### config.mk
export PLATFORM = sky130hd
export DESIGN_NAME = area_wait_ctl
export DESIGN_NICKNAME = d
export VERILOG_FILES = /design/src/rtl/area_wait_ctl.sv
export SDC_FILE = /design/constraint.sdc
export NUM_CORES = 1
export LEC_CHECK = 0
export ABC_CLOCK_PERIOD_IN_PS = 3700
export BUFFER_PORTS_ARGS = -buffer_cell sky130_fd_sc_hd__buf_2
export CORE_MARGIN = 4
export CORE_UTILIZATION = 34
export CTS_CLUSTER_DIAMETER = 120
export DETAILED_ROUTE_END_ITERATION = 8
export GPL_TIMING_DRIVEN = 0
export PLACE_DENSITY = 0.67
export SYNTH_ARGS = -nofsm -noshare
export SYNTH_HDL_FRONTEND = slang
export SYNTH_SLANG_ARGS = --single-unit
### constraint.sdc
create_clock -name clk -period 3.7 [get_ports clk]
set_input_delay 0.185 -clock clk [delete_from_list [all_inputs] [get_ports clk]]
set_output_delay 0.185 -clock clk [all_outputs]
set_load 0.02 [all_outputs]
### src/rtl/area_wait_ctl.sv
module area_wait_ctl #(
  parameter int ADDR_W   = 28,
  parameter int SPAN_W   = 22,
  parameter logic [7:0] LW_AREAS = 8'b0100_0101
) (
  input  logic              clk,
  input  logic              rst_n,
  input  logic              req,
  input  logic [ADDR_W-1:0] addr,
  input  logic [7:0]        cfg_w16,
  input  logic [15:0]       cfg_type,
  input  logic [15:0]       cfg_lwait,
  input  logic              wait_pin,
  output logic [7:0]        cs,
  output logic              bus16,
  output logic              bus32,
  output logic [1:0]        mem_type,
  output logic              ready,
  output logic              wait_act
);
  localparam int TOP_LO  = SPAN_W + 3;
  localparam int WIN_LO  = SPAN_W + 2;
  localparam logic [1:0] TYPE_DRAM = 2'b01;

  logic       busy, ext, chip, w16;
  logic [2:0] area, cnt;
  logic [1:0] typ;

  logic       d_chip, d_slot, d_win, d_ext;
  logic [2:0] d_area;
  logic [2:0] d_waits;

  assign d_chip  = addr[ADDR_W-1];
  assign d_slot  = !d_chip && (addr[ADDR_W-1:TOP_LO] == '0);
  assign d_win   = !d_chip && (addr[ADDR_W-1:WIN_LO] == {{(ADDR_W-WIN_LO-2){1'b0}}, 2'b10})
                   && (cfg_type[3:2] == TYPE_DRAM);
  assign d_ext   = d_slot || d_win;
  assign d_area  = d_slot ? addr[WIN_LO:SPAN_W] : 3'd1;
  assign d_waits = LW_AREAS[d_area] ? ({1'b0, cfg_lwait[2*d_area +: 2]} + 3'd1) : 3'd0;

  always_ff @(posedge clk) begin
    if (!rst_n) begin
      busy <= 1'b0;
      ext  <= 1'b0;
      chip <= 1'b0;
      w16  <= 1'b0;
      area <= '0;
      cnt  <= '0;
      typ  <= '0;
    end else if (!busy) begin
      if (req) begin
        busy <= 1'b1;
        ext  <= d_ext;
        chip <= d_chip;
        area <= d_area;
        w16  <= d_ext && cfg_w16[d_area];
        typ  <= d_ext ? cfg_type[2*d_area +: 2] : 2'b00;
        cnt  <= d_ext ? d_waits : 3'd0;
      end
    end else if (ready) begin
      busy <= 1'b0;
      ext  <= 1'b0;
      chip <= 1'b0;
    end else if (cnt != 3'd0) begin
      cnt <= cnt - 3'd1;
    end
  end

  assign cs       = (busy && ext) ? (8'd1 << area) : 8'd0;
  assign ready    = busy && (!ext || (cnt == 3'd0 && !wait_pin));
  assign wait_act = busy && !ready;
  assign bus16    = busy && ext && w16;
  assign bus32    = busy && chip;
  assign mem_type = (busy && ext) ? typ : 2'b00;

  assert_one_select_R9: assert property (@(posedge clk) disable iff (!rst_n)
    $onehot0(cs));
  assert_release_after_ready_R9: assert property (@(posedge clk) disable iff (!rst_n)
    ready |=> (cs == 8'd0));
  assert_pin_holds_R7: assert property (@(posedge clk) disable iff (!rst_n)
    (cs != 8'd0 && cnt == 3'd0 && wait_pin) |-> !ready);
  assert_longwait_first_R6: assert property (@(posedge clk) disable iff (!rst_n)
    (cnt != 3'd0) |-> (wait_act && cs != 8'd0));
  assert_onchip_nosel_R4: assert property (@(posedge clk) disable iff (!rst_n)
    bus32 |-> (cs == 8'd0 && ready));
  assert_wait_flag_R8: assert property (@(posedge clk) disable iff (!rst_n)
    !(wait_act && ready));
endmodule

Yosys cells after proc, flatten, opt, wreduce, memory -nomap -nowiden
Memories as Yosys holds them, arrays and structs flattened.
Cells that the tools add are included.
{ "word_totals": {"ff_bits": 12, "wordCells": 64, "mem_bits_ro": 8, "out_inout_bits": 14, "input_bits": 72, "mem_count": 1} }
{ "op_classes": {"muxes": 21, "shift": 3, "bitwise": 1, "reduce_logical": 23, "magnitude_cmp": 1, "add_sub_neg": 2, "eq_ne": 5} }
{ "mem_list": {"columns": ["memory", "depth", "width", "read_ports", "rd_clocked_by_memory_dff", "wr", "line_no", "text"], "rows": [
  ["(no name shown)", 8, 1, 1, 0, 0, "39", "assign d_waits = LW_AREAS[d_area] ? ({1'b0, cfg_lwait[2*d_area +: 2]} + 3'd1) : 3'd0;"]
]} }
{ "op_table": {"columns": ["op", "count"], "rows": [
  ["$shiftx 16x5->2", 2],
  ["$mux 3", 7],
  ["$logic_and 1x1->1", 10],
  ["$mux 1", 10],
  ["$mux 8", 1],
  ["$shl 1x3->8 const A", 1],
  ["$logic_not 3->1", 2],
  ["$eq 4x2->1 const B", 1],
  ["$logic_not 1->1", 4],
  ["$lt 3x4->1 const B", 1],
  ["$mux 2", 2],
  ["$ne 2x2->1 const B", 2],
  ["$reduce_and 2->1", 2],
  ["$add 2x1->3 const B", 1],
  ["$bmux 1 s3", 1],
  ["$reduce_and 3->1", 1],
  ["$reduce_bool 3->1", 1],
  ["$sub 3x1->3 const B", 1],
  ["$eq 2x1->1 const B", 1],
  ["$logic_or 1x1->1", 2],
  ["$ne 2x1->1 const B", 1],
  ["$reduce_bool 2->1", 1],
  ["$not 1->1", 1]
]} }

Longest topological paths before layout
{ "logic_depth": {"ltp_word": 9, "ltp_mapped": 11, "depth_no_buf": 8} }

Worst setup path after synthesis
OpenSTA, ideal clock, no wires.
{ "synth_timing": {"path_type": "in2reg", "startpoint": "input port addr[27]", "endpoint": "register cnt[1]", "setup_ns": 0.116, "t_required_ns": 3.584, "arrival_time_ns": 2.203, "path_buffers": 3, "stages": 11, "slack_ns": 1.381, "path_cell_list": "buf_6 or4b_1 buf_6 clkbuf_1 a221oi_1 a211oi_1 a21o_1 ha_1 nand4_1 o211ai_1 o211a_1"} }
{ "synth_via": {"elab_chain_len": 9, "elab_cells_between_ends": 16, "classes_between": "add/sub: 1; eq/ne: 1; shift: 1; mux: 6; reduce/logical: 6; memory: 1"} }
{ "synth_lines": {"columns": ["element", "line_no", "text"], "rows": [
  ["start, declared", "9", "input logic [ADDR_W-1:0] addr,"],
  ["$logic_not 3->1 or $logic_not 1->1 (tied branches)", "34, 35", null],
  ["$logic_and 1x1->1", "34", "assign d_slot = !d_chip && (addr[ADDR_W-1:TOP_LO] == '0);"],
  ["$mux 3", "38", "assign d_area = d_slot ? addr[WIN_LO:SPAN_W] : 3'd1;"],
  ["$shiftx 16x5->2 or $mem_v2 8x1 (tied branches)", null, null],
  ["$add 2x1->3 or $mux 1 (tied branches)", "39", null],
  ["$mux 3", "39", null],
  ["$mux 3 (*)", "58", "cnt <= d_ext ? d_waits : 3'd0;"],
  ["$mux 3 (*)", "51", "if (req) begin"],
  ["$mux 3 (*)", "50", "end else if (!busy) begin"],
  ["end signal, assigned", "58", null],
  ["end signal, assigned", "65", "cnt <= cnt - 3'd1;"],
  ["end, declared", "26", "logic [2:0] area, cnt;"]
]} }
Mark *: on every way between the ends. The rest lies on a longest branch, timed or not. The select of a mux whose other input is x is not followed.
A chain may end at the register's enable or synchronous reset.

Worst setup path after layout
{ "layout_timing": {"startpoint": "input port addr[25]", "endpoint": "register cnt[1]"} }
{ "layout_via": {"elab_chain_len": 9, "elab_cells_between_ends": 15, "classes_between": "add/sub: 1; eq/ne: 1; shift: 1; mux: 6; reduce/logical: 5; memory: 1"} }
{ "layout_lines": {"columns": ["element", "line_no"], "rows": [
  ["$logic_not 3->1", "34"],
  ["$logic_and 1x1->1", "34"],
  ["$mux 3", "38"],
  ["$shiftx 16x5->2 or $mem_v2 8x1 (tied branches)", null],
  ["$add 2x1->3 or $mux 1 (tied branches)", "39"],
  ["$mux 3", "39"],
  ["$mux 3 (*)", "58"],
  ["$mux 3 (*)", "51"],
  ["$mux 3 (*)", "50"]
]} }
Marked as above.

==> impl_metrics.toml <==
[synthesis]
synth.avg_cell_area_um2 = 7.88
synth-main-ff-cell = "dfxtp_1"
ys_seq_area_frac = 0.210
yosys_register_bits = 12
synth_warnings = 0
syn_nets = 220
synth_edf_count = 0
async_flop_share = 0
netlist_instances = 145
synth_cell_types = 44
netlist_area_um2 = 1140

[worst_setup_path]
crit_fanout = 10
cp-end-kind = "flip-flop"
arrival_ns = 2.43
r2r_cells = 5
criticalPathCategory = "in -> reg"
r2r_end = "cnt[0]"
critPathLaunchType = "input port"
ff2ff_setup_slack_ns = 1.76
rr_startpoint = "busy"
cp.required_ns = 3.87

[clocking]
clockRootBuffer = "clkbuf_4"
ctsLongestPathBuffers = 2
hold_buffers = 0
cts_sinks = 12
cts_tree = "done"
post_cts_resized = 0
postCtsSetupRepairBufs = 0
clk_latency_ns = 0.27
cts.reportedPaths.clkPinSlew_ns = 0.07
htree_levels = 1
cts_buffers = 3

[timing]
slew_violations = 0
maxSlewHeadroom = 0.462
finalWorstSetupSlack_ns = 1.44
tns_ns = 0
post-route-period-util = 0.610
period_needed_ns = 2.26
holdWs_ns = 0.282
max_freq_mhz = 443
hold_violations = 0
fin_skew_ns = 0.00104
worst_pin_slew_ns = 0.806
rsz0062_at_grt = "no"
setup_violations = 0

[grt]
grt_max_degree = 11
grt_pass1_vias = 1312
grt_pass1_wl_mm = 5.63
grt_usage = 0.157
grtUsageMet1 = 0.199
grt_overflow = 0
use_met3 = 0.0425
gr-usage-met2 = 0.268
grt_antenna_before_repair = 0
gr-max-usage-layer = "met2"

[route]
vias_per_cell = 5.19
ant_nets = 0
drc = 0
routed_wirelength_mm = 3.40
num_vias = 1313
first_pass_iters = 4
avgRoutedWirePerCell_um = 13.4
drtIter0Drc = 66

[min_path]
hp-class = "in -> reg"
min_to = "chip"
worstHoldPathCells = 4
hold_start = "addr[27]"

[placement]
port_buffers = 60
dpl.hpwl_mm = 2.75
gp_congestion = 0.718
pre_cts_ws_ns = 1.17
placed_cells = 249

[power_and_ir_drop]
leakage_nw = 0.726
ir_drop_mv = 0.196
total_power_mw = 0.336
power_density_nw_per_um2 = 219

[cells_and_area]
fin_nets = 285
drive_above_1_share = 0.354
final_cell_count_no_fill = 253
fill_cells = 354
area_growth_syn_to_layout_pct = 34.3
antenna_cells = 0

[floorplanning]
ios = 86
core_area_um2 = 3130
die_x_um = 66.0
dieArea_um2 = 4350
core.rowCount = 20
fp.dieH_um = 66.0
initial_core_util = 0.365

[flow_run]
max_cap_violations = 0

[outcome]
status = "finished, final reports clean"
-- through the flow --
step / cell area, um^2 / utilization
5_1_grt: 1530 / 0.490
6_report: 1530 / 0.490
4_1_cts: 1530 / 0.490
2_1_floorplan: 1140 / -
3_3_place_gp: 1500 / 0.479
3_5_place_dp: 1500 / 0.479
-- report_power, final --
group	switching (mW)	internal, mW	leakage, nW
logic	0.0472	0.0464	0.608
clock network	0.0438	0.0598	0.0210
registers	0.00466	0.134	0.0979
-- cells by family (layout without fill, tap and decap cells) --
family,Yosys count,in the layout,synth area share
DFF,12,12,0.210
muxes,12,12,0.122
adders and majority gates,3,3,0.0329
and+or+nand+nor,66,66,0.337
buffers and inverters,17,81,0.0701
AOI/OAI and AO/OA,35,35,0.228
-- registers in the layout, indices dropped and copies added, names as in the netlist --
register  count
area          3
chip          1
typ           2
ext           1
cnt           3
w16           1
busy          1
-- critical path, cell delays in order --
cell and delay [ns]:
buf_2 0.14, or4b_1 0.52, buf_6 0.16, clkbuf_1 0.24, a221oi_1 0.27, a211oi_1 0.09, a21o_1 0.20, ha_1 0.28
nand4_1 0.09, o211ai_1 0.10, o211a_1 0.16
-- cell usage in the layout (no fill, tap or decap), drive strengths merged, types with 4 or more instances in the layout --
cell	count
o2111ai	6
mux2i	9
nor2b	4
buf	64
nor2	4
nand3	15
o21ai	5
a31oi	6
clkbuf	12
dfxtp	12
nand2	13
inv	5
-- Yosys cell counts (2+ instances only) --
| library cell | n | share of area |
|---|---|---|
| nor3_1 | 3 | 0.013 |
| nor3b_1 | 3 | 0.020 |
| nand2_1 | 13 | 0.043 |
| or4_1 | 2 | 0.013 |
| and4_1 | 3 | 0.023 |
| nor2b_1 | 4 | 0.022 |
| o211a_1 | 2 | 0.018 |
| nor2_1 | 4 | 0.013 |
| o21a_1 | 2 | 0.013 |
| and3_1 | 3 | 0.016 |
| nand4_1 | 3 | 0.016 |
| o21ai_0 | 5 | 0.022 |
| dfxtp_1 | 12 | 0.21 |
| o211ai_1 | 3 | 0.020 |
| mux2i_1 | 9 | 0.079 |
| nand3_1 | 15 | 0.066 |
| clkbuf_1 | 8 | 0.026 |
| a21oi_1 | 3 | 0.013 |
| nand2b_1 | 2 | 0.011 |
| o2111ai_1 | 6 | 0.046 |
| inv_1 | 5 | 0.016 |
| a31oi_1 | 6 | 0.033 |
| buf_6 | 2 | 0.020 |
| nor4b_1 | 2 | 0.015 |
| and2_1 | 3 | 0.016 |
| ha_1 | 3 | 0.033 |
| nor4_1 | 2 | 0.011 |
-- layout make-up --
cell class | instances | area (um^2) | share of cell area
Multi-Input combinational cell | 116 | 822 | 0.536
Timing Repair Buffer | 60 | 300 | 0.196
Sequential cell | 12 | 240 | 0.157
Buffer | 12 | 61.3 | 0.0400
Tap cell | 44 | 55.1 | 0.0359
Clock buffer | 4 | 36.3 | 0.0237
Inverter | 5 | 18.8 | 0.0122
-- how the worst max path moves through the flow --
stage / cells after the start / slack (ns) / start / endpoint
floorplan: 11 / 1.38 / addr[27] / cnt[1]
global placement: 11 / 1.16 / addr[25] / cnt[1]
detailed placement: 11 / 1.17 / addr[25] / cnt[1]
CTS: 11 / 1.45 / addr[25] / cnt[1]
global route: 11 / 1.29 / addr[25] / cnt[1]
finish: 11 / 1.44 / addr[25] / cnt[1]
-- per-layer routing --
| metal | share of wire | routed length (um) | up-vias |
|---|---|---|---|
| li1 | - | - | 693 |
| met1 | 0.47 | 1590 | 571 |
| met4 | 0.0029 | 10 | 0 |
| met5 | 0 | 0 | - |
| met3 | 0.10 | 342 | 2 |
| met2 | 0.43 | 1450 | 47 |
Note: power is estimated with default switching activity, not from simulation.
